==> config.mk <==
export PLATFORM = sky130hd
export DESIGN_NAME = delayed_write_ctrl
export DESIGN_NICKNAME = d
export VERILOG_FILES = /design/src/rtl/dwc_pkg.sv /design/src/rtl/dwc_queue.sv /design/src/rtl/dwc_ini_side.sv /design/src/rtl/dwc_tgt_side.sv /design/src/rtl/delayed_write_ctrl.sv
export SDC_FILE = /design/constraint.sdc
export NUM_CORES = 1
export LEC_CHECK = 0
export BUFFER_PORTS_ARGS = -buffer_cell sky130_fd_sc_hd__buf_2
export CORE_MARGIN = 2
export CORE_UTILIZATION = 50
export CTS_CLUSTER_DIAMETER = 40
export DETAILED_ROUTE_END_ITERATION = 12
export PLACE_DENSITY = 0.67
export SYNTH_ARGS = -nofsm -noshare
export SYNTH_HDL_FRONTEND = slang
export SYNTH_SLANG_ARGS = --single-unit
==> constraint.sdc <==
create_clock -name clk -period 6.5 [get_ports clk]
set_input_delay 0.65 -clock clk [delete_from_list [all_inputs] [get_ports clk]]
set_output_delay 0.65 -clock clk [all_outputs]
set_load 0.02 [all_outputs]
==> src/rtl/dwc_pkg.sv <==
// Shared types for the delayed write controller.
// Assumes nothing beyond being compiled before its users.
package dwc_pkg;

    // Phase of the initiator-side capture sequence.
    typedef enum logic {
        PH_ADDR = 1'b0,
        PH_DATA = 1'b1
    } ini_phase_e;

    // Registered response returned to the initiator.
    typedef struct packed {
        logic devsel;
        logic trdy;
        logic stop;
    } ini_resp_t;

endpackage

==> src/rtl/dwc_queue.sv <==
// Delayed-transaction queue: a DEPTH-entry circular FIFO of single-DWORD
// writes with a per-entry delivered flag and a parallel command/address
// lookup over all occupied slots.
// Assumes push is never requested when full and pop only when the oldest
// entry is occupied; DEPTH >= 2.
module dwc_queue #(
    parameter int DEPTH  = 4,
    parameter int CMD_W  = 4,
    parameter int ADDR_W = 32,
    parameter int DATA_W = 32,
    parameter int BE_W   = DATA_W / 8,
    parameter int CNT_W  = $clog2(DEPTH + 1)
) (
    input  logic              clk,
    input  logic              rst_n,
    input  logic              push,
    input  logic [CMD_W-1:0]  push_cmd,
    input  logic [ADDR_W-1:0] push_addr,
    input  logic [BE_W-1:0]   push_be_n,
    input  logic [DATA_W-1:0] push_data,
    input  logic              pop,
    input  logic              mark_done,
    input  logic [CMD_W-1:0]  look_cmd,
    input  logic [ADDR_W-1:0] look_addr,
    output logic              look_hit,
    output logic              full,
    output logic              head_valid,
    output logic              head_done,
    output logic [CMD_W-1:0]  head_cmd,
    output logic [ADDR_W-1:0] head_addr,
    output logic [BE_W-1:0]   head_be_n,
    output logic [DATA_W-1:0] head_data,
    output logic [CNT_W-1:0]  count
);
    localparam int PTR_W = $clog2(DEPTH);

    logic [CMD_W-1:0]  cmd_q  [DEPTH];
    logic [ADDR_W-1:0] addr_q [DEPTH];
    logic [BE_W-1:0]   be_q   [DEPTH];
    logic [DATA_W-1:0] data_q [DEPTH];
    logic [DEPTH-1:0]  occ_q;
    logic [DEPTH-1:0]  done_q;
    logic [DEPTH-1:0]  hit_vec;
    logic [PTR_W-1:0]  rd_ptr, wr_ptr;
    logic [CNT_W-1:0]  cnt_q;

    // Advance a pointer with wrap at DEPTH.
    function automatic logic [PTR_W-1:0] bump(input logic [PTR_W-1:0] p);
        return (p == PTR_W'(DEPTH - 1)) ? '0 : p + 1'b1;
    endfunction

    // Payload storage, written at the tail.
    always_ff @(posedge clk) begin
        if (push) begin
            cmd_q[wr_ptr]  <= push_cmd;
            addr_q[wr_ptr] <= push_addr;
            be_q[wr_ptr]   <= push_be_n;
            data_q[wr_ptr] <= push_data;
        end
    end

    genvar g;
    generate
        for (g = 0; g < DEPTH; g++) begin : g_slot
            // Occupancy and delivered flags of one slot.
            always_ff @(posedge clk) begin
                if (!rst_n) begin
                    occ_q[g]  <= 1'b0;
                    done_q[g] <= 1'b0;
                end else begin
                    if (mark_done && rd_ptr == PTR_W'(g)) done_q[g] <= 1'b1;
                    if (pop && rd_ptr == PTR_W'(g)) begin
                        occ_q[g]  <= 1'b0;
                        done_q[g] <= 1'b0;
                    end
                    if (push && wr_ptr == PTR_W'(g)) begin
                        occ_q[g]  <= 1'b1;
                        done_q[g] <= 1'b0;
                    end
                end
            end
            // Per-slot duplicate detection on command and address.
            assign hit_vec[g] = occ_q[g] && (cmd_q[g] == look_cmd) && (addr_q[g] == look_addr);
        end
    endgenerate

    // Pointer and occupancy-count maintenance.
    always_ff @(posedge clk) begin
        if (!rst_n) begin
            rd_ptr <= '0;
            wr_ptr <= '0;
            cnt_q  <= '0;
        end else begin
            if (push) wr_ptr <= bump(wr_ptr);
            if (pop)  rd_ptr <= bump(rd_ptr);
            case ({push, pop})
                2'b10:   cnt_q <= cnt_q + 1'b1;
                2'b01:   cnt_q <= cnt_q - 1'b1;
                default: cnt_q <= cnt_q;
            endcase
        end
    end

    // Head view and status.
    always_comb begin
        look_hit   = |hit_vec;
        full       = (cnt_q == CNT_W'(DEPTH));
        head_valid = occ_q[rd_ptr];
        head_done  = done_q[rd_ptr];
        head_cmd   = cmd_q[rd_ptr];
        head_addr  = addr_q[rd_ptr];
        head_be_n  = be_q[rd_ptr];
        head_data  = data_q[rd_ptr];
        count      = cnt_q;
    end

endmodule

==> src/rtl/dwc_ini_side.sv <==
// Initiator-side engine: captures command/address on the address strobe and
// byte enables/data on the data strobe, then decides between completion
// (repeat of the delivered oldest entry) and retry, requesting a queue push
// for new writes. The response is registered one cycle after the data strobe.
// Assumes each data strobe is preceded by its own address strobe.
module dwc_ini_side
    import dwc_pkg::*;
#(
    parameter int CMD_W  = 4,
    parameter int ADDR_W = 32,
    parameter int DATA_W = 32,
    parameter int BE_W   = DATA_W / 8
) (
    input  logic              clk,
    input  logic              rst_n,
    input  logic              frame,
    input  logic [CMD_W-1:0]  cmd,
    input  logic [ADDR_W-1:0] addr,
    input  logic              irdy,
    input  logic [BE_W-1:0]   be_n,
    input  logic [DATA_W-1:0] data,
    input  logic              multi,
    input  logic              look_hit,
    input  logic              full,
    input  logic              head_valid,
    input  logic              head_done,
    input  logic [CMD_W-1:0]  head_cmd,
    input  logic [ADDR_W-1:0] head_addr,
    input  logic [BE_W-1:0]   head_be_n,
    input  logic [DATA_W-1:0] head_data,
    output logic [CMD_W-1:0]  cap_cmd,
    output logic [ADDR_W-1:0] cap_addr,
    output logic              push,
    output logic              pop_cmp,
    output logic              devsel,
    output logic              trdy,
    output logic              stop
);
    ini_phase_e       phase_q;
    ini_resp_t        resp_q;
    logic [BE_W-1:0]  byte_ok;
    logic             decide;
    logic             hit_head;

    // Address-phase capture and phase tracking.
    always_ff @(posedge clk) begin
        if (!rst_n) begin
            phase_q  <= PH_ADDR;
            cap_cmd  <= '0;
            cap_addr <= '0;
        end else if (phase_q == PH_ADDR && frame) begin
            phase_q  <= PH_DATA;
            cap_cmd  <= cmd;
            cap_addr <= addr;
        end else if (phase_q == PH_DATA && irdy) begin
            phase_q  <= PH_ADDR;
        end
    end

    genvar b;
    generate
        for (b = 0; b < BE_W; b++) begin : g_byte
            // A disabled byte always counts as matching.
            assign byte_ok[b] = be_n[b] || (data[b*8 +: 8] == head_data[b*8 +: 8]);
        end
    endgenerate

    // Completion and enqueue decision for the current data phase.
    always_comb begin
        decide   = (phase_q == PH_DATA) && irdy;
        hit_head = head_valid && head_done && (head_cmd == cap_cmd) &&
                   (head_addr == cap_addr) && (head_be_n == be_n) && (&byte_ok);
        pop_cmp  = decide && hit_head;
        push     = decide && !hit_head && !look_hit && !full;
    end

    // Registered one-cycle response to the initiator.
    always_ff @(posedge clk) begin
        if (!rst_n) begin
            resp_q <= '0;
        end else if (decide) begin
            resp_q.devsel <= 1'b1;
            resp_q.trdy   <= hit_head;
            resp_q.stop   <= !hit_head || multi;
        end else begin
            resp_q <= '0;
        end
    end

    assign devsel = resp_q.devsel;
    assign trdy   = resp_q.trdy;
    assign stop   = resp_q.stop;

endmodule

==> src/rtl/dwc_tgt_side.sv <==
// Target-side engine: requests the oldest undelivered entry while ordering
// allows, counts retries against a selectable power-of-two limit, marks the
// entry delivered on acceptance and abandons it (with an optional one-cycle
// error pulse) when the limit is used up.
// Assumes done and retry are never asserted together.
module dwc_tgt_side #(
    parameter int SHORT_LOG = 24,
    parameter int LONG_LOG  = 32
) (
    input  logic clk,
    input  logic rst_n,
    input  logic head_valid,
    input  logic head_done,
    input  logic order_ok,
    input  logic tgt_done,
    input  logic tgt_retry,
    input  logic long_limit,
    input  logic serr_en,
    output logic tgt_req,
    output logic mark_done,
    output logic pop_err,
    output logic sys_err
);
    localparam int CNT_W = LONG_LOG;
    localparam logic [CNT_W-1:0] SHORT_M1 = CNT_W'((64'd1 << SHORT_LOG) - 64'd1);
    localparam logic [CNT_W-1:0] LONG_M1  = {CNT_W{1'b1}};

    logic [CNT_W-1:0] tries_q;
    logic [CNT_W-1:0] limit_m1;
    logic             last_try;

    // Issue condition and end-of-attempt outcomes.
    always_comb begin
        limit_m1  = long_limit ? LONG_M1 : SHORT_M1;
        last_try  = (tries_q >= limit_m1);
        tgt_req   = head_valid && !head_done && order_ok;
        mark_done = tgt_req && tgt_done;
        pop_err   = tgt_req && tgt_retry && !tgt_done && last_try;
    end

    // Retry counter for the entry at the head.
    always_ff @(posedge clk) begin
        if (!rst_n) begin
            tries_q <= '0;
        end else if (mark_done || pop_err) begin
            tries_q <= '0;
        end else if (tgt_req && tgt_retry) begin
            tries_q <= tries_q + 1'b1;
        end
    end

    // Gated system-error pulse.
    always_ff @(posedge clk) begin
        if (!rst_n) sys_err <= 1'b0;
        else        sys_err <= pop_err && serr_en;
    end

endmodule

==> src/rtl/delayed_write_ctrl.sv <==
// Delayed write transaction controller top: ties the initiator engine, the
// delayed-transaction queue and the target engine together. The oldest entry
// leaves the queue either on a matching completion or on an exhausted limit.
// Assumes the input handshakes described in the brief.
module delayed_write_ctrl #(
    parameter int CMD_W     = 4,
    parameter int ADDR_W    = 32,
    parameter int DATA_W    = 32,
    parameter int DEPTH     = 4,
    parameter int SHORT_LOG = 24,
    parameter int LONG_LOG  = 32
) (
    input  logic                clk,
    input  logic                rst_n,
    input  logic                ini_frame,
    input  logic [CMD_W-1:0]    ini_cmd,
    input  logic [ADDR_W-1:0]   ini_addr,
    input  logic                ini_irdy,
    input  logic [DATA_W/8-1:0] ini_be_n,
    input  logic [DATA_W-1:0]   ini_data,
    input  logic                ini_multi,
    output logic                ini_devsel,
    output logic                ini_trdy,
    output logic                ini_stop,
    input  logic                order_ok,
    output logic                tgt_req,
    output logic [CMD_W-1:0]    tgt_cmd,
    output logic [ADDR_W-1:0]   tgt_addr,
    output logic [DATA_W/8-1:0] tgt_be_n,
    output logic [DATA_W-1:0]   tgt_data,
    input  logic                tgt_done,
    input  logic                tgt_retry,
    input  logic                long_limit,
    input  logic                serr_en,
    output logic                sys_err
);
    localparam int BE_W  = DATA_W / 8;
    localparam int CNT_W = $clog2(DEPTH + 1);

    logic              push, pop, pop_cmp, pop_err, mark_done;
    logic              look_hit, full, head_valid, head_done;
    logic [CMD_W-1:0]  cap_cmd;
    logic [ADDR_W-1:0] cap_addr;
    logic [CNT_W-1:0]  q_count;

    // Head leaves on completion or abandonment.
    assign pop = pop_cmp || pop_err;

    dwc_ini_side #(
        .CMD_W(CMD_W), .ADDR_W(ADDR_W), .DATA_W(DATA_W), .BE_W(BE_W)
    ) u_ini (
        .clk(clk), .rst_n(rst_n),
        .frame(ini_frame), .cmd(ini_cmd), .addr(ini_addr),
        .irdy(ini_irdy), .be_n(ini_be_n), .data(ini_data), .multi(ini_multi),
        .look_hit(look_hit), .full(full),
        .head_valid(head_valid), .head_done(head_done),
        .head_cmd(tgt_cmd), .head_addr(tgt_addr),
        .head_be_n(tgt_be_n), .head_data(tgt_data),
        .cap_cmd(cap_cmd), .cap_addr(cap_addr),
        .push(push), .pop_cmp(pop_cmp),
        .devsel(ini_devsel), .trdy(ini_trdy), .stop(ini_stop)
    );

    dwc_queue #(
        .DEPTH(DEPTH), .CMD_W(CMD_W), .ADDR_W(ADDR_W), .DATA_W(DATA_W),
        .BE_W(BE_W), .CNT_W(CNT_W)
    ) u_queue (
        .clk(clk), .rst_n(rst_n),
        .push(push), .push_cmd(cap_cmd), .push_addr(cap_addr),
        .push_be_n(ini_be_n), .push_data(ini_data),
        .pop(pop), .mark_done(mark_done),
        .look_cmd(cap_cmd), .look_addr(cap_addr), .look_hit(look_hit),
        .full(full), .head_valid(head_valid), .head_done(head_done),
        .head_cmd(tgt_cmd), .head_addr(tgt_addr),
        .head_be_n(tgt_be_n), .head_data(tgt_data),
        .count(q_count)
    );

    dwc_tgt_side #(
        .SHORT_LOG(SHORT_LOG), .LONG_LOG(LONG_LOG)
    ) u_tgt (
        .clk(clk), .rst_n(rst_n),
        .head_valid(head_valid), .head_done(head_done),
        .order_ok(order_ok), .tgt_done(tgt_done), .tgt_retry(tgt_retry),
        .long_limit(long_limit), .serr_en(serr_en),
        .tgt_req(tgt_req), .mark_done(mark_done),
        .pop_err(pop_err), .sys_err(sys_err)
    );

endmodule

=== Word level (Yosys, flattened, before mapping) ===
Memories as Yosys holds them, arrays and structs flattened. A register that Yosys moved wholly into a read port is not among the register bits.
Index checks and enable logic that the tools add are counted.

* Flip-flop bits (word level): 88
* RAM bits: 288
* Output and inout bits: 77
* Logic and storage cells: 151
* Memories kept: 4

* Add/sub/neg operators: 5
* $lt $le $gt $ge: 2
* Eq/ne operators: 24
* Mux-type cells: 29
* Bitwise logic cells: 2
* Reductions and logical operators: 66

{| class="wikitable"
|+ Memories
! name !! words !! width !! rd ports !! clocked after memory_dff !! wr ports !! RTL line !! source
|-
| u_queue.addr_q || 4 || 32 || 5 || 1 || 1 || dwc_queue.sv:38 || <nowiki>logic [ADDR_W-1:0] addr_q [DEPTH];</nowiki>
|-
| u_queue.data_q || 4 || 32 || 1 || 1 || 1 || dwc_queue.sv:40 || <nowiki>logic [DATA_W-1:0] data_q [DEPTH];</nowiki>
|-
| u_queue.be_q || 4 || 4 || 1 || 1 || 1 || dwc_queue.sv:39 || <nowiki>logic [BE_W-1:0] be_q [DEPTH];</nowiki>
|-
| u_queue.cmd_q || 4 || 4 || 5 || 1 || 1 || dwc_queue.sv:37 || <nowiki>logic [CMD_W-1:0] cmd_q [DEPTH];</nowiki>
|}

{| class="wikitable"
|+ Operator list
! kind !! number
|-
| 32-bit equality test || 5
|-
| 1-bit logical AND || 38
|-
| 32-bit by 1-bit adder with 32-bit output (second input constant) || 1
|-
| 8-bit equality test || 4
|-
| 32-bit >= comparator || 1
|-
| 32-bit two-way mux || 1
|-
| 4-bit equality test || 6
|-
| 2-bit two-way mux || 10
|-
| 1-bit two-way mux || 14
|-
| 2-bit nonzero test || 6
|-
| 3-bit OR reduction || 4
|-
| 2-bit equality test (second input constant) || 5
|-
| 1-bit logical OR || 7
|-
| 2-bit by 1-bit equality test with 1-bit output (second input constant) || 3
|-
| 3-bit case mux with 2 select lines || 1
|-
| 1-bit zero test || 5
|-
| 2-bit by 1-bit adder with 2-bit output (second input constant) || 2
|-
| 1-bit binary-select mux with 2-bit select || 2
|-
| 2-bit zero test || 2
|-
| 4-bit AND reduction || 1
|-
| 4-bit OR reduction || 1
|-
| 3-bit by 1-bit adder with 3-bit output (second input constant) || 1
|-
| 3-bit equality test (second input constant) || 1
|-
| 2-bit by 3-bit < comparator with 1-bit output (second input constant) || 1
|-
| other kinds (5) || 6
|}

=== Logic depth before layout (Yosys ltp) ===
Gate-level depths: netlist of run 1.

* Depth in word-level cells: 13
* Gate-level depth with buffers: 19

=== Modules after synthesis ===
From an unflattened synthesis of run 1, not the netlist that was laid out.

* Cells, all modules: 1,143
* Area, all modules: 16,791.1 um^2

{| class="wikitable"
|+ Modules (own cells, without submodules)
! module !! instances !! cells an instance !! area an instance (um^2) !! seq. area each (um^2)
|-
| dwc_queue || 1 || 670 || 12,786.0 || 8,988.6
|-
| dwc_ini_side || 1 || 272 || 2,262.2 || 800.8
|-
| dwc_tgt_side || 1 || 200 || 1,736.7 || 660.6
|-
| delayed_write_ctrl || 1 || 1 || 6.3 || 0.0
|}

=== Worst setup path after synthesis of run 1 ===
No wires, ideal clock.

* Path kind: register -> register
* Start: register with a tool-made name
* End: memory u_queue.addr_q[0][0] (enable)
* Library setup time: 0.493 ns
* Arrival time: 5.132 ns
* Required time: 6.007 ns
* Slack: 0.875 ns
* Cell stages (with the launch flop): 12
* Path buffers: 4
* Period minus slack after synthesis: 5.625 ns
* Cell sequence: dfxtp_1 buf_6 buf_6 buf_2 mux4_2 nor2_1 a21oi_1 o2111ai_1 nor3_2 and4_1 buf_4 nor3b_2

{| class="wikitable"
|+ RTL lines
! what !! RTL line
|-
| to (decl) || dwc_queue.sv:38
|}

==> results, run 1 <==
- The run finished with clean final reports.
- The I/O pin count is between 150 and 200.
- The detailed router finished its first iteration with 966 violations.
- The maximum vdd drop is 0.000264 V.
- The most used flip-flop cell after synthesis is edfxtp_1.
- The final critical path time including I/O delays and setup is 4.97 ns.
- The placeable core area is 34,400 sq um.
- The number of clock sinks is 378.
- The total via count in the routed design is 10,600.
- The residual DRC count is 0.
- The post-route antenna net violation count is 0.
- Global routing finished with a remaining overflow of 0.
- The count of unique library cells instantiated by Yosys is 60.
- A synthesized cell averages 14.0 sq um.
- The critical-path maximum fanout is 38.
- The launching element type of the critical path is a flip-flop.
- The die covers 36,200 sq um.
- Across all register-to-register paths, the minimum setup slack is 1.53 ns.
- The summed instance area of the synthesized netlist is 17,400 sq um.
- The fraction of synthesis flops using an asynchronous set or reset pin is 0%.
- The cell leakage power is 6.96 nW.
- The total CTS buffers is 51.
- In the final timing run, aggregate negative setup slack is 0 ns.
- After Yosys synthesis, XOR and XNOR cells account for 11.7% of the synthesized area.
- The share of the core filled with cells is 58.8%.
- For this run, the number of Yosys warnings is 0.
- The total number of placement rows is 68.
- The number of input and output port buffers inserted is 158.
- The worst register-to-register path has a depth of 14.
- The most repeated cell in the gate-level netlist after synthesis is edfxtp_1.
- The synthesis-to-finish area growth is 16.5%.
- The die is 190 um tall.
- The simple-gate share of the synthesized area is 8.14%.
- The cell type with the largest total area after synthesis is edfxtp_1.
- The maximum number of pins on one net before global-route repair is 60.
- After clock tree synthesis, the repair step resized 0 gates.
- In this run the power density over the cells is 284 nW/um^2.
- The data arrival at the endpoint of the critical path is 5.45 ns.
- By area, the combinational part of the netlist is dominated by XOR/XNOR gates.
- The number of hold-repair buffers added at the cts stage is 0.
- Summing all placed instances gives a cell area of between 15,000 and 20,000 sq um.
- The count of TritonRoute iterations in the first routing pass is 5.
- The final hold violation count was 0.
- Traced cell by cell, the critical path runs through buf_12 > mux4_2 > xor2_1 > nor4_1 > o221a_2 > and4_1 > nor2_1 > inv_1 > ha_1 > inv_1 > fa_1 > xor2_1 > or3_1 > a21boi_0.
- The root buffer selected by CTS is clkbuf_16.
- Setup repair after global routing left no endpoint under its margin.
- Clock skew on the completed layout was measured at 0.0245 ns.
- The number of slew-limit violations in the final report is 0.
- After legalization and detailed placement, the total HPWL measured slightly below 30,000 um.
- The largest single stage delay on the critical path is 0.85 ns.
- The number of antenna violations at the first check in global routing is 0.
- The global placement routability congestion is 0.938.
- The net count of the mapped netlist is 1,341.
- Measured against its own limit, the worst slew margin works out to 20.6%.
- The number of instances in the synthesized netlist is roughly 1,200.
- The critical path is of the reg -> reg type.
- The capturing element of the worst setup path is u_queue.count[2]$_SDFFE_PN0P_.
- The maximum achievable frequency is 0.201 GHz.
- The count of max-cap constraint violations is 0.
- The sequential cells in the finished layout cover a total of 10,500 sq um.
- TritonCTS built the clock tree.
- The count of inserted antenna diode cells is 0.
- The filler cell count in the final layout is 2,794.
- Clock-pin slew was measured on the worst setup and hold paths at 0.06 ns.
- The endpoint identified for the worst register-to-register timing path is u_queue.count[2]$_SDFFE_PN0P_.
- The post-CTS setup repair buffer count is 0.
- The H-tree depth is 2.
- Sorting the synthesized cells by area gives the leading types as edfxtp_1, dfxtp_1, mux4_2.
- The synthesized-area fraction occupied by ao, oa, aoi and oai cells is roughly 4.7%.
- Of the total synthesized cell area, the portion taken by full adders, half adders and majority gates is 1.41%.
- Among all stages on the critical path, the largest delay is contributed by dfxtp_4.
- The number of global-route vias before repair is 10,800.
- The overall die width is 190 um.
- The slew at the pin closest to its max-slew limit is 1.19 ns.
- The post-route cell area is 20,200 sq um.
- After the last flow step, the layout net total stands at 1,489.
- By count the netlist is led by edfxtp_1, xnor2_1, nand2_1.
- In this run the biggest area consumer among cell types represents between 40% and 50% of the synthesized area.
- The clock insertion delay at the later pin of the skew report is around 0.56 ns.
- The first global-routing pass estimated between 60,000 and 70,000 um of wire.
- The flip-flop and latch count after synthesis is 378.
- The number of enable-type register cells in the synthesized netlist is around 290.
- The buffer levels on the longest clock path is 3.
- The final critical-path share of the clock period is 76.4%.
- The area used by multi-input combinational logic is 6460 sq um.
- The path class of the tightest hold or removal check is in -> reg.
- The worst endpoint required time is 6.98 ns.
- The effective utilization at floorplan is between 50% and 60%.
- The global router's overall resource usage is 24.1%.
- After detailed routing, the number of vias per cell comes to 5.62.
- The mux share of post-synthesis cell area is 11.0%.
- Power comes to around 0.0057 W.
- The proportion of synthesized chip area in sequential cells is 60.2%.
- The routed wirelength normalized by instance count is 22.8 um.
- The proportion of layout cells with a drive suffix above 1 is 23.9%.
- The count of final setup violators is 0.
- The final layout contains routed wiring with a total length of 42,900 um.
- The worst setup path is captured at a flip-flop.
metrics by stage:
stage | worst slack [ns] | hold slack (ns) | cells
5_1_grt | 1.20 | 0.326 | 1884
6_report | 1.53 | 0.335 | 1884
4_1_cts | 1.52 | 0.311 | 1884
2_1_floorplan | 0.875 | 0.458 | 1240
3_5_place_dp | 1.53 | 0.495 | 1790
3_3_place_gp | 1.59 | 0.473 | 1790
kinds of logic (layout without fill, tap and decap cells):
kind of cell | Yosys count | in the layout
DFF | 378 | 378
and+or+nand+nor | 278 | 278
xor gates and xnor gates | 233 | 233
muxes | 114 | 114
AOI/OAI and AO/OA | 110 | 110
buffers and inverters | 108 | 297
adders and majority gates | 19 | 19
sequential cells by signal, summed over array words and instances, names as in the netlist, 2 cells and up, named ones only:
signal	count
u_queue.wr_ptr	2
u_queue.addr_q	128
u_queue.count	3
u_ini.cap_addr	32
u_queue.be_q	16
u_queue.occ_q	4
u_queue.rd_ptr	2
u_queue.data_q	128
u_ini.cap_cmd	4
u_queue.done_q	4
u_queue.cmd_q	16
u_tgt.tries_q	32
power breakdown:
group          switching, W  leakage, nW  internal, W  total (W)
Clock               0.00108        0.825      0.00168    0.00275
Sequential        0.0000611         3.38      0.00264    0.00270
Combinational      0.000171         2.76     0.000117   0.000288
worst max-delay path: cells and delay by family (launching register included):
family / cells / cell delay [ns]
AND/OR/NAND/NOR: 4 / 1.58
flip-flops: 1 / 0.85
multiplexers: 1 / 0.57
adder cells (fa/ha/maj): 2 / 0.55
buffers and inverters: 3 / 0.50
AO/OA/AOI/OAI: 2 / 0.47
XOR/XNOR: 2 / 0.31
cell usage in the layout (no fill, tap or decap), types with 5 or more instances in the layout:
cell type   synthesis  routed
o22ai_1             6       6
buf_2               7     158
buf_4               7      12
a21oi_1             6       6
ha_1               18      18
nor4_1             21      21
mux4_2             57      57
mux2_2              6       6
nand2_1            97      97
and2_1              5       5
xor2_1             88      88
and3_1             12      12
xnor2_1           145     145
a21boi_0           39      39
nand3_1            18      18
nand4_1            41      41
clkinvlp_4          0       7
clkinv_2            0       8
edfxtp_1          288     288
inv_6               0       7
nor2_1             51      51
mux2i_1            48      48
clkbuf_16           0      53
nor3_1              7       7
o21ai_0            17      17
dfxtp_1            90      88
inv_1              30      30
worst min-delay path by stage:
stage                                              start                              to  slack, ns  cells after the start
final                                        ini_addr[7]  u_ini.cap_addr[7]$_SDFFE_PN0P_       0.33                      3
after global routing                         ini_data[4]  u_queue.data_q[3][4]$_DFFE_PP_       0.33                      1
after CTS                                    ini_data[6]  u_queue.data_q[2][6]$_DFFE_PP_       0.31                      1
after detailed placement  u_tgt.tries_q[22]$_SDFFE_PP0P_  u_tgt.tries_q[22]$_SDFFE_PP0P_       0.49                      2
after global placement    u_tgt.tries_q[22]$_SDFFE_PP0P_  u_tgt.tries_q[22]$_SDFFE_PP0P_       0.47                      2
after floorplan           u_ini.cap_addr[0]$_SDFFE_PN0P_  u_queue.addr_q[0][0]$_DFFE_PP_       0.46                      0
metal layers:
layer / vias up / GRT usage (%) / share of wire, %
met4: 0 / 7.87 / 3.0
li1: 4897 / - / -
met1: 5284 / 32.8 / 42
met2: 338 / 38.7 / 48
met3: 78 / 5.26 / 7.3
met5: - / 0 / 0
cell type report:
type	instances	area share [%]
clock inverters	37	1.73
inverters	31	0.575
flip-flops and latches	378	51.7
well taps	455	2.81
multi-input cells	754	31.9
repair buffers	172	4.55
clock buffers	57	6.68
No activity file was read; power rests on OpenSTA's default activity.
==> run 2: changes to the inputs <==
- ABC_AREA: default -> 1
- PLACE_DENSITY: 0.67 -> 0.69
- clock period: 6.5 -> 4.07 ns (I/O delays scaled with it)
==> run 2 against run 1 <==
  * Clock power up 83%
  * Worst hold slack worse by 0.31 ns
  * Synthesized cell count up 74%
  * Count of clock-buffer cells in the layout up 3
  * Routed wire length up 44%
  * Critical path depth up 9
  * Core utilization up 0.70 points
  * Setup slack worse by 1.1 ns
  * Maximum frequency up 38%
  * Non-clock buffer count up 20
  * Sequential cell count unchanged
  * Area after synthesis up 8.3%
  * Largest power group unchanged
==> results, run 2 <==
- The run finished with clean final reports.
- Synthesis instantiated 50 different standard cells from the library.
- The finished cells cover between 20,000 and 25,000 sq um.
- The internal portion of the total power is 0.00769 W.
- The launching element type of the critical path is a flip-flop.
- Setup repair after global routing left no endpoint under its margin.
- The most common library cell in the layout ignoring fill and taps is nand2_1.
- Sequential cells burn 42.9% of the power.
- Routability-driven placement finished with a final weighted congestion of 1.02.
- The post-route netlist has 14.1% of its cells at a drive strength greater than 1.
- For the pin with the worst max-slew slack, the measured transition is 0.654 ns.
- The tightest hold path in the finished design has a slack of 0.0298 ns.
- Clock skew on the completed layout was measured at roughly 0.02 ns.
- Static timing analysis puts the maximum clock frequency at 0.278 GHz.
- Of the post-synthesis cell area, the dominant cell type holds a little under half.
- The number of enable-type register cells in the synthesized netlist is 288.
- Global routing finished with a remaining overflow of 0.
- The post-CTS setup repair buffer count is 0.
- The root buffer selected by CTS is clkbuf_16.
- A synthesized cell averages 8.73 sq um.
- The relative contribution of combinational cells to total power is 7.4%.
- In the final layout, the registers with the most flip-flops are u_queue.addr_q: 128 flops, u_queue.data_q: 128 flops.
- Among all stages on the critical path, the largest delay is contributed by fa_1.
- The region available for standard cell placement spans 37,400 sq um.
- Yosys attributes the largest share of cell area to edfxtp_1, nand2_1, dfxtp_1.
- The fraction of synthesis flops using an asynchronous set or reset pin is 0%.
- The half-perimeter wire length after detailed placement is 44,400 um.
- Measured on the finished design, the core utilization comes to 59.5%.
- The number of global-route vias before repair is 15,100.
- The die is 198 um wide.
- The net switching power of the design is 0.00243 W.
- The worst setup path is of the reg -> reg kind.
- TritonCTS built the clock tree.
- Clock tree synthesis inserted a total of 53 buffers.
- VDD sags by at most 0.000365 V.
- The initial utilization of the core area, before any placement, comes to 50.3%.
- Setup violations remaining at the end of the flow were counted as 0.
- The maximum number of pins on one net before global-route repair is 73.
- No sink is reached through more buffers than the 3 on the longest clock path.
- In this design, the stage delay of the slowest critical-path cell is 0.39 ns.
- The final-stage net count is 2,432.
- The critical path goes through inv_4 > buf_4 > nand2_1 > nand3_1 > nand2_1 > nand2_1 > nand2_1 > inv_1 > nand2_1 > nor2_1 > nand2_1 > nor2_1 > nand2_1 > nor2_1 > nand3_1 > nand2_2 > ha_1 > inv_1 > fa_1 > a21oi_1 > o21ai_0 > o21ai_0 > a21oi_1.
- The routed wirelength normalized by instance count is around 21 um.
- The final critical path time including I/O delays and setup is 3.60 ns.
- The aggregate negative setup slack is 0 ns.
- In the routed layout, each cell is associated on average with a via count of 5.53.
- The kind of end point of the critical path is a flip-flop.
- For this run, design rule violations remaining after detail routing come to 0.
- The post-route antenna net violation count is 0.
- The most repeated cell in the gate-level netlist after synthesis is nand2_1.
- In this run, post-CTS hold repair placed 0 buffers.
- The global router's overall resource usage is 31.8%.
- Post-CTS repair changed the size of 0 cells.
- The cell leakage power is 9.36 nW.
- Data on the critical path is required at its endpoint by 4.54 ns.
- The I/O pin count is 159.
- The total die area is 39,200 sq um.
- The clock insertion delay at the later pin of the skew report is 0.60 ns.
- Across the run, the number of max-cap violations was 0.
- Measured against its own limit, the worst slew margin works out to 55.9%.
- The type of the tightest min-delay check is in -> reg.
- In this run switching power makes up 24.0% of total power.
- The part of the power in the clock network is 49.7%.
- The detailed router placed 16,000 vias in this run.
- The routed design has 61,900 um of wire.
- The areal power density over the cells is 454 nW/um^2.
- The count of TritonRoute iterations in the first routing pass is 5.
- After synthesis the netlist holds a flip-flop and latch count of 378.
- For this run, the leading register cell type out of synthesis is edfxtp_1.
- The synthesized netlist occupies a cell area of 18,800 sq um.
- The final critical-path share of the clock period is 88.4%.
- Synthesis produced a netlist whose cell count is about 2,200.
- After clock tree synthesis, the clock-pin slew on the worst setup and hold paths is approximately 0.060 ns.
- Data on the critical path arrives at its endpoint at around 4.1 ns.
- The number of antenna violations at the first check in global routing is 2.
- The synthesis-to-finish area growth is 18.4%.
- The synthesized design spends more area on one cell type than any other, namely edfxtp_1.
- The share of the Yosys chip area taken by registers is 55.5%.
- The placed cell area is 20,300 sq um.
- In this run the worst path has a maximum fanout of 33.
- The number of input and output port buffers inserted is 158.
- The number of slew-limit violations in the final report is 0.
- The final hold violation count is 0.
- The height of the chip is roughly 200 um.
- The net count of the mapped netlist is 2,256.
- The first routing iteration left 1,434 violations.
- The count of synthesis-stage warnings from yosys is 0.
- The most used cell along the critical path is nand2_1.
- In this run the core area contains 71 standard-cell rows.
- The library cells used most frequently in the layout, excluding fill and tap cells, are nand2_1, edfxtp_1, inv_1, nand3_1, buf_2.
- The number of clock sinks is 378.
- The H-tree depth is 2.
- Ranked by instance count, the synthesized netlist is headed by nand2_1, edfxtp_1, inv_1.
- The wire length of the first global-routing pass is 91,900 um.
==> run 2: cell types whose count changed after synthesis, sizes merged, moves of 39 or more <==
cell / delta
nand3: +204
a21boi: -39
xor2: -49
nor2: +63
inv: +200
xnor2: -121
o21ai: +64
a21oi: +66
nand2: +637
mux4: -60
mux2i: -48
==> run 2: worst paths after layout <==
check | endpoint | slack [ns] | startpoint | depth (start not counted)
min | u_ini.cap_addr[8]$_SDFFE_PN0P_ | 0.03 | ini_addr[8] | 3
max reg2reg | u_queue.count[2]$_SDFFE_PN0P_ | 0.47 | flip-flop | 23
min reg2reg | u_tgt.tries_q[15]$_SDFFE_PP0P_ | 0.48 | u_tgt.tries_q[15]$_SDFFE_PP0P_ | 2
max | u_queue.count[2]$_SDFFE_PN0P_ | 0.47 | flip-flop | 23
==> run 2: per-layer routing <==
| layer | GRT usage [%] | part of all wire (%) |
|---|---|---|
| met1 | 42.7 | 42 |
| met2 | 51.3 | 47 |
| met3 | 5.35 | 7.5 |
| met4 | 13.1 | 3.8 |
| met5 | 0 | 0.011 |
==> run 2: stage by stage <==
step	total power, W	instances	worst slack, ns
final	0.0101	2887	0.471
after global routing	0.0104	2886	0.0990
after CTS	0.0102	2886	0.489
after detailed placement	0.00515	2787	0.516
after global placement	0.00514	2787	0.503
after floorplan	0.00480	2155	0.524
==> run 2: cell families (layout without fill, tap and decap cells) <==
logic type      Yosys count  count (layout)  synth area share (%)
other cells               0               1                     0
compound gates          206             206                  6.21
simple gates           1179            1179                  27.2
fa+ha+maj                19              19                  1.30
xor+xnor                 63              63                  2.93
flops                   378             378                  55.5
buf+inv                 310             530                  6.78
==> run 2: power groups by stage <==
stage                     sequential [W]  combinational (W)  clock (W)
after floorplan                  0.00438           0.000416          0
after global placement           0.00441           0.000731          0
after detailed placement         0.00442           0.000735          0
after CTS                        0.00434           0.000740    0.00508
after global routing             0.00435           0.000805    0.00524
final                            0.00434           0.000748    0.00503
==> run 2: worst max-delay path: cells and delay by family (launching register included) <==
family,cells,cell delay [ns]
AND/OR/NAND/NOR,13,1.42
buffers and inverters,4,0.57
adder cells (fa/ha/maj),2,0.56
AO/OA/AOI/OAI,4,0.53
flip-flops,1,0.38
==> run 2: area by class of cell <==
type                       instances  area, sq um
clock buffer                      60         1370
tap                              511          639
inverter                         239          905
antenna                            1         2.50
timing repair buffer             192         1230
clock inverter                    39          572
fill                            3237        15100
sequential                       378        10500
multi-input combinational       1467         7090
==> run 3: changes to the inputs <==
- PLACE_DENSITY: 0.69 -> 0.71
==> run 3 against run 2 <==
  * Sequential cell count unchanged
  * Clock power down 9.1%
  * Critical path depth shrank 2
  * Core utilization down 0.50 points
  * First-iteration DRC count shrank 10%
  * Critical endpoint unchanged
  * Setup slack got worse by 0.062 ns
  * Die area is the same
  * Total power shrank 4.6%
  * Non-clock buffer count unchanged
==> results, run 3 (synthesis results as in run 2) <==
- The run finished with clean final reports.
- The kind of end point of the critical path is a flip-flop.
- The placeable core area is 37,400 sq um.
- The setup slack of the worst register-to-register path is between 0.4 and 0.5 ns.
- The final-stage net count is 2,432.
- The number of design-rule violations left by the first detailed-router iteration is 1,286.
- The synthesis-to-finish area growth is 17.4%.
- The I/O pin count is 159.
- The height of the chip is around 200 um.
- The critical-path maximum fanout is 44.
- The total via count in the routed design is roughly 16,000.
- The maximum achievable frequency is 0.273 GHz.
- For this run, the slowest stage of the critical path takes 0.38 ns.
- The fraction of power consumed by sequential logic is between 40 and 50%.
- On the final layout, the worst clock skew is ~0.013 ns.
- The routing usage on met3 is 4.87%.
- Hold repair after CTS inserted 0 buffers.
- Counting I/O delays and the setup requirement, the final critical path takes between 3 and 4 ns.
- The filler cell count in the final layout is approximately 3,300.
- The final hold violation count came to 0.
- Clock-pin slew was measured on the worst setup and hold paths at 0.05 ns.
- The number of instances on the worst hold path is 3.
- The root buffer cell chosen for the clock tree is clkbuf_16.
- Global routing consumed, over all layers together, 31.3% of the routing resources.
- The number of input and output port buffers inserted is 158.
- The fraction of met2 tracks used by global routing is 51.0%.
- The internal power of the cells totals 0.00723 W.
- met2 is the most crowded layer.
- After detailed routing, the number of remaining DRC violations is 0.
- The data arrival at the endpoint of the critical path is 4.13 ns.
- The endpoint identified for the worst register-to-register timing path is u_queue.count[2]$_SDFFE_PN0P_.
- The total CTS buffers is 53.
- The start point of the worst hold path is ini_multi.
- At the worst endpoint, the required time is 4.53 ns.
- In this run the tightest slew margin relative to its limit is 53.7%.
- Power spread over the standard cell area amounts to ~440 nW/um^2.
- Timing analysis after detailed placement gives a worst setup slack of between 0.3 and 0.4 ns.
- The buffer levels on the longest clock path is 3.
- The clock insertion delay at the later pin of the skew report is approximately 0.59 ns.
- The routed wirelength normalized by instance count is between 20 and 25 um.
- The part of the power in the clock network is 47.3%.
- After detailed routing, the number of vias per cell comes to 5.49.
- The type of the tightest min-delay check is in -> reg.
- Among all stages on the critical path, the largest delay is contributed by fa_1.
- The most common library cell in the layout ignoring fill and taps is nand2_1.
- After routing, the total negative slack on setup checks comes to 0 ns.
- The die covers 39,200 sq um.
- TritonCTS built the clock tree.
- The largest registers in the layout are u_queue.addr_q: 128 flops, u_queue.data_q: 128 flops.
- Setup repair after global routing left no endpoint under its margin.
- Max-cap violations in this run came to 0.
- The worst min-delay path endpoint is u_ini.stop$_SDFF_PN0_.
- The first TritonRoute pass finished after 5 iterations.
- For this block, the routed nets add up to around 61,000 um of wire.
- IR analysis of the VDD net gives a maximum drop of approximately 0.00036 V.
- The relative contribution of combinational cells to total power is 7.6%.
- The number of slew-limit violations in the final report is 0.
- The congestion estimate from routability-driven global placement came to just over 1.
- Traced cell by cell, the critical path runs through inv_4 > buf_12 > nand2_1 > nand3_1 > nand2_1 > nand2_1 > o21ai_1 > nor2_1 > nand2_1 > nor2_1 > nand2_1 > nor2_2 > nand3b_4 > nand2_2 > ha_1 > inv_1 > fa_1 > a21oi_1 > o21ai_0 > o21ai_0 > a21oi_1.
- For the worst flop-to-flop path, the logic depth is 21.
- Leaving out fill and tap cells, the most frequent cells in the layout are nand2_1, edfxtp_1, inv_1, nand3_1, buf_2.
- The half-perimeter wire length after detailed placement is 44,400 um.
- The minimum setup slack in the final design is roughly 0.41 ns.
- The proportion of layout cells with a drive suffix above 1 is 14.1%.
- The critical path class is reg -> reg.
- The number of antenna violations at the first check in global routing is 3.
- The number of global-route vias before repair is 14,900.
- The initial utilization of the core area, before any placement, comes to 50.3%.
- In this run the static leakage power is about 9.3 nW.
- Of the total power, the share spent switching nets is about 25%.
- By instance count, the cell type seen most on the critical path is nand2_1.
- The met1 track demand over resource in global routing is approximately two fifths.
- The net switching power of the design is around 0.0024 W.
- Setup violations remaining at the end of the flow were counted as 0.
- At the pin with the least slew margin, the transition time is 0.692 ns.
- The worst setup path is launched from a flip-flop.
- The H-tree depth is 2.
- The wire length of the first global-routing pass is 91,100 um.
- The detail route stage leaves a number of antenna-violating nets equal to 0.
- After global routing the overflow that remains totals 0.
- Of the available clock period, the critical path in the final layout requires between 80% and 90%.
- Row generation in the floorplan step produced 71 rows.
- The maximum number of pins on one net before global-route repair is between 50 and 60.
- The die is 198 um wide.
- The clock net in this run drives a total of 378 sinks.
run 3: cell types whose count changed in the layout (fill, tap and decap cells not counted), sizes merged:
cell / change
clkinvlp: -1
inv: +5
diode: +1
bufinv: -7
clkinv: +1
clkbuf: +2
run 3: repair_timing:
| action | CTS | global route |
|---|---|---|
| resized for setup | 0 | 1 |
| endpoints found under the setup margin | 0 | 1 |
| buffers inserted | 0 | 0 |
run 3: worst max path at each step:
stage                                          from                             end  slack (ns)  depth (start not counted)
finish                                    flip-flop   u_queue.count[2]$_SDFFE_PN0P_        0.41                         21
global route                              flip-flop   u_queue.count[2]$_SDFFE_PN0P_        0.06                         21
CTS                                       flip-flop   u_queue.count[2]$_SDFFE_PN0P_        0.38                         21
detailed placement                        flip-flop   u_queue.count[2]$_SDFFE_PN0P_        0.39                         21
global placement                          flip-flop   u_queue.count[2]$_SDFFE_PN0P_        0.37                         23
floorplan           u_ini.cap_addr[23]$_SDFFE_PN0P_  u_queue.addr_q[0][0]$_DFFE_PP_        0.52                         11
run 3: critical path: cells and delay by family (launching register included):
kind | cells | cell delay [ns]
DFF | 1 | 0.36
and+or+nand+nor | 11 | 1.51
adders and majority gates | 2 | 0.53
buffers and inverters | 3 | 0.58
AOI/OAI and AO/OA | 5 | 0.54
run 3: stage by stage:
step	hold WS (ns)	total power [W]	std cells	utilization (%)	cell area (sq um)
final	0.0522	0.00965	2888	59.1	22100
after global routing	0.0596	0.00992	2886	59.0	22100
after CTS	0.0198	0.00969	2886	59.0	22100
after detailed placement	0.464	0.00515	2787	54.3	20300
after global placement	0.452	0.00514	2787	54.3	20300
after floorplan	0.438	0.00480	2155	-	18800
run 3: power by group through the flow:
stage | Clock, W | Combinational [W] | Sequential [W]
floorplan | 0 | 0.000416 | 0.00438
global placement | 0 | 0.000715 | 0.00443
detailed placement | 0 | 0.000719 | 0.00443
CTS | 0.00462 | 0.000723 | 0.00435
global route | 0.00476 | 0.000791 | 0.00436
finish | 0.00457 | 0.000730 | 0.00435
run 3: area by class of cell:
class,count,area [sq um],share of cell area (%)
diodes,2,5.00,0.0227
clock buffers,62,1370,6.20
clock inverters,37,382,1.73
inverters,239,905,4.10
multi-input cells,1467,7090,32.1
flip-flops and latches,378,10500,47.3
well taps,511,639,2.89
repair buffers,192,1240,5.60
run 3: layer usage:
metal  routed length, um  vias up
met1               25300     7485
li1                    -     7546
met2               28400      696
met3                4690      115
met5                  27        -
met4                2420        4
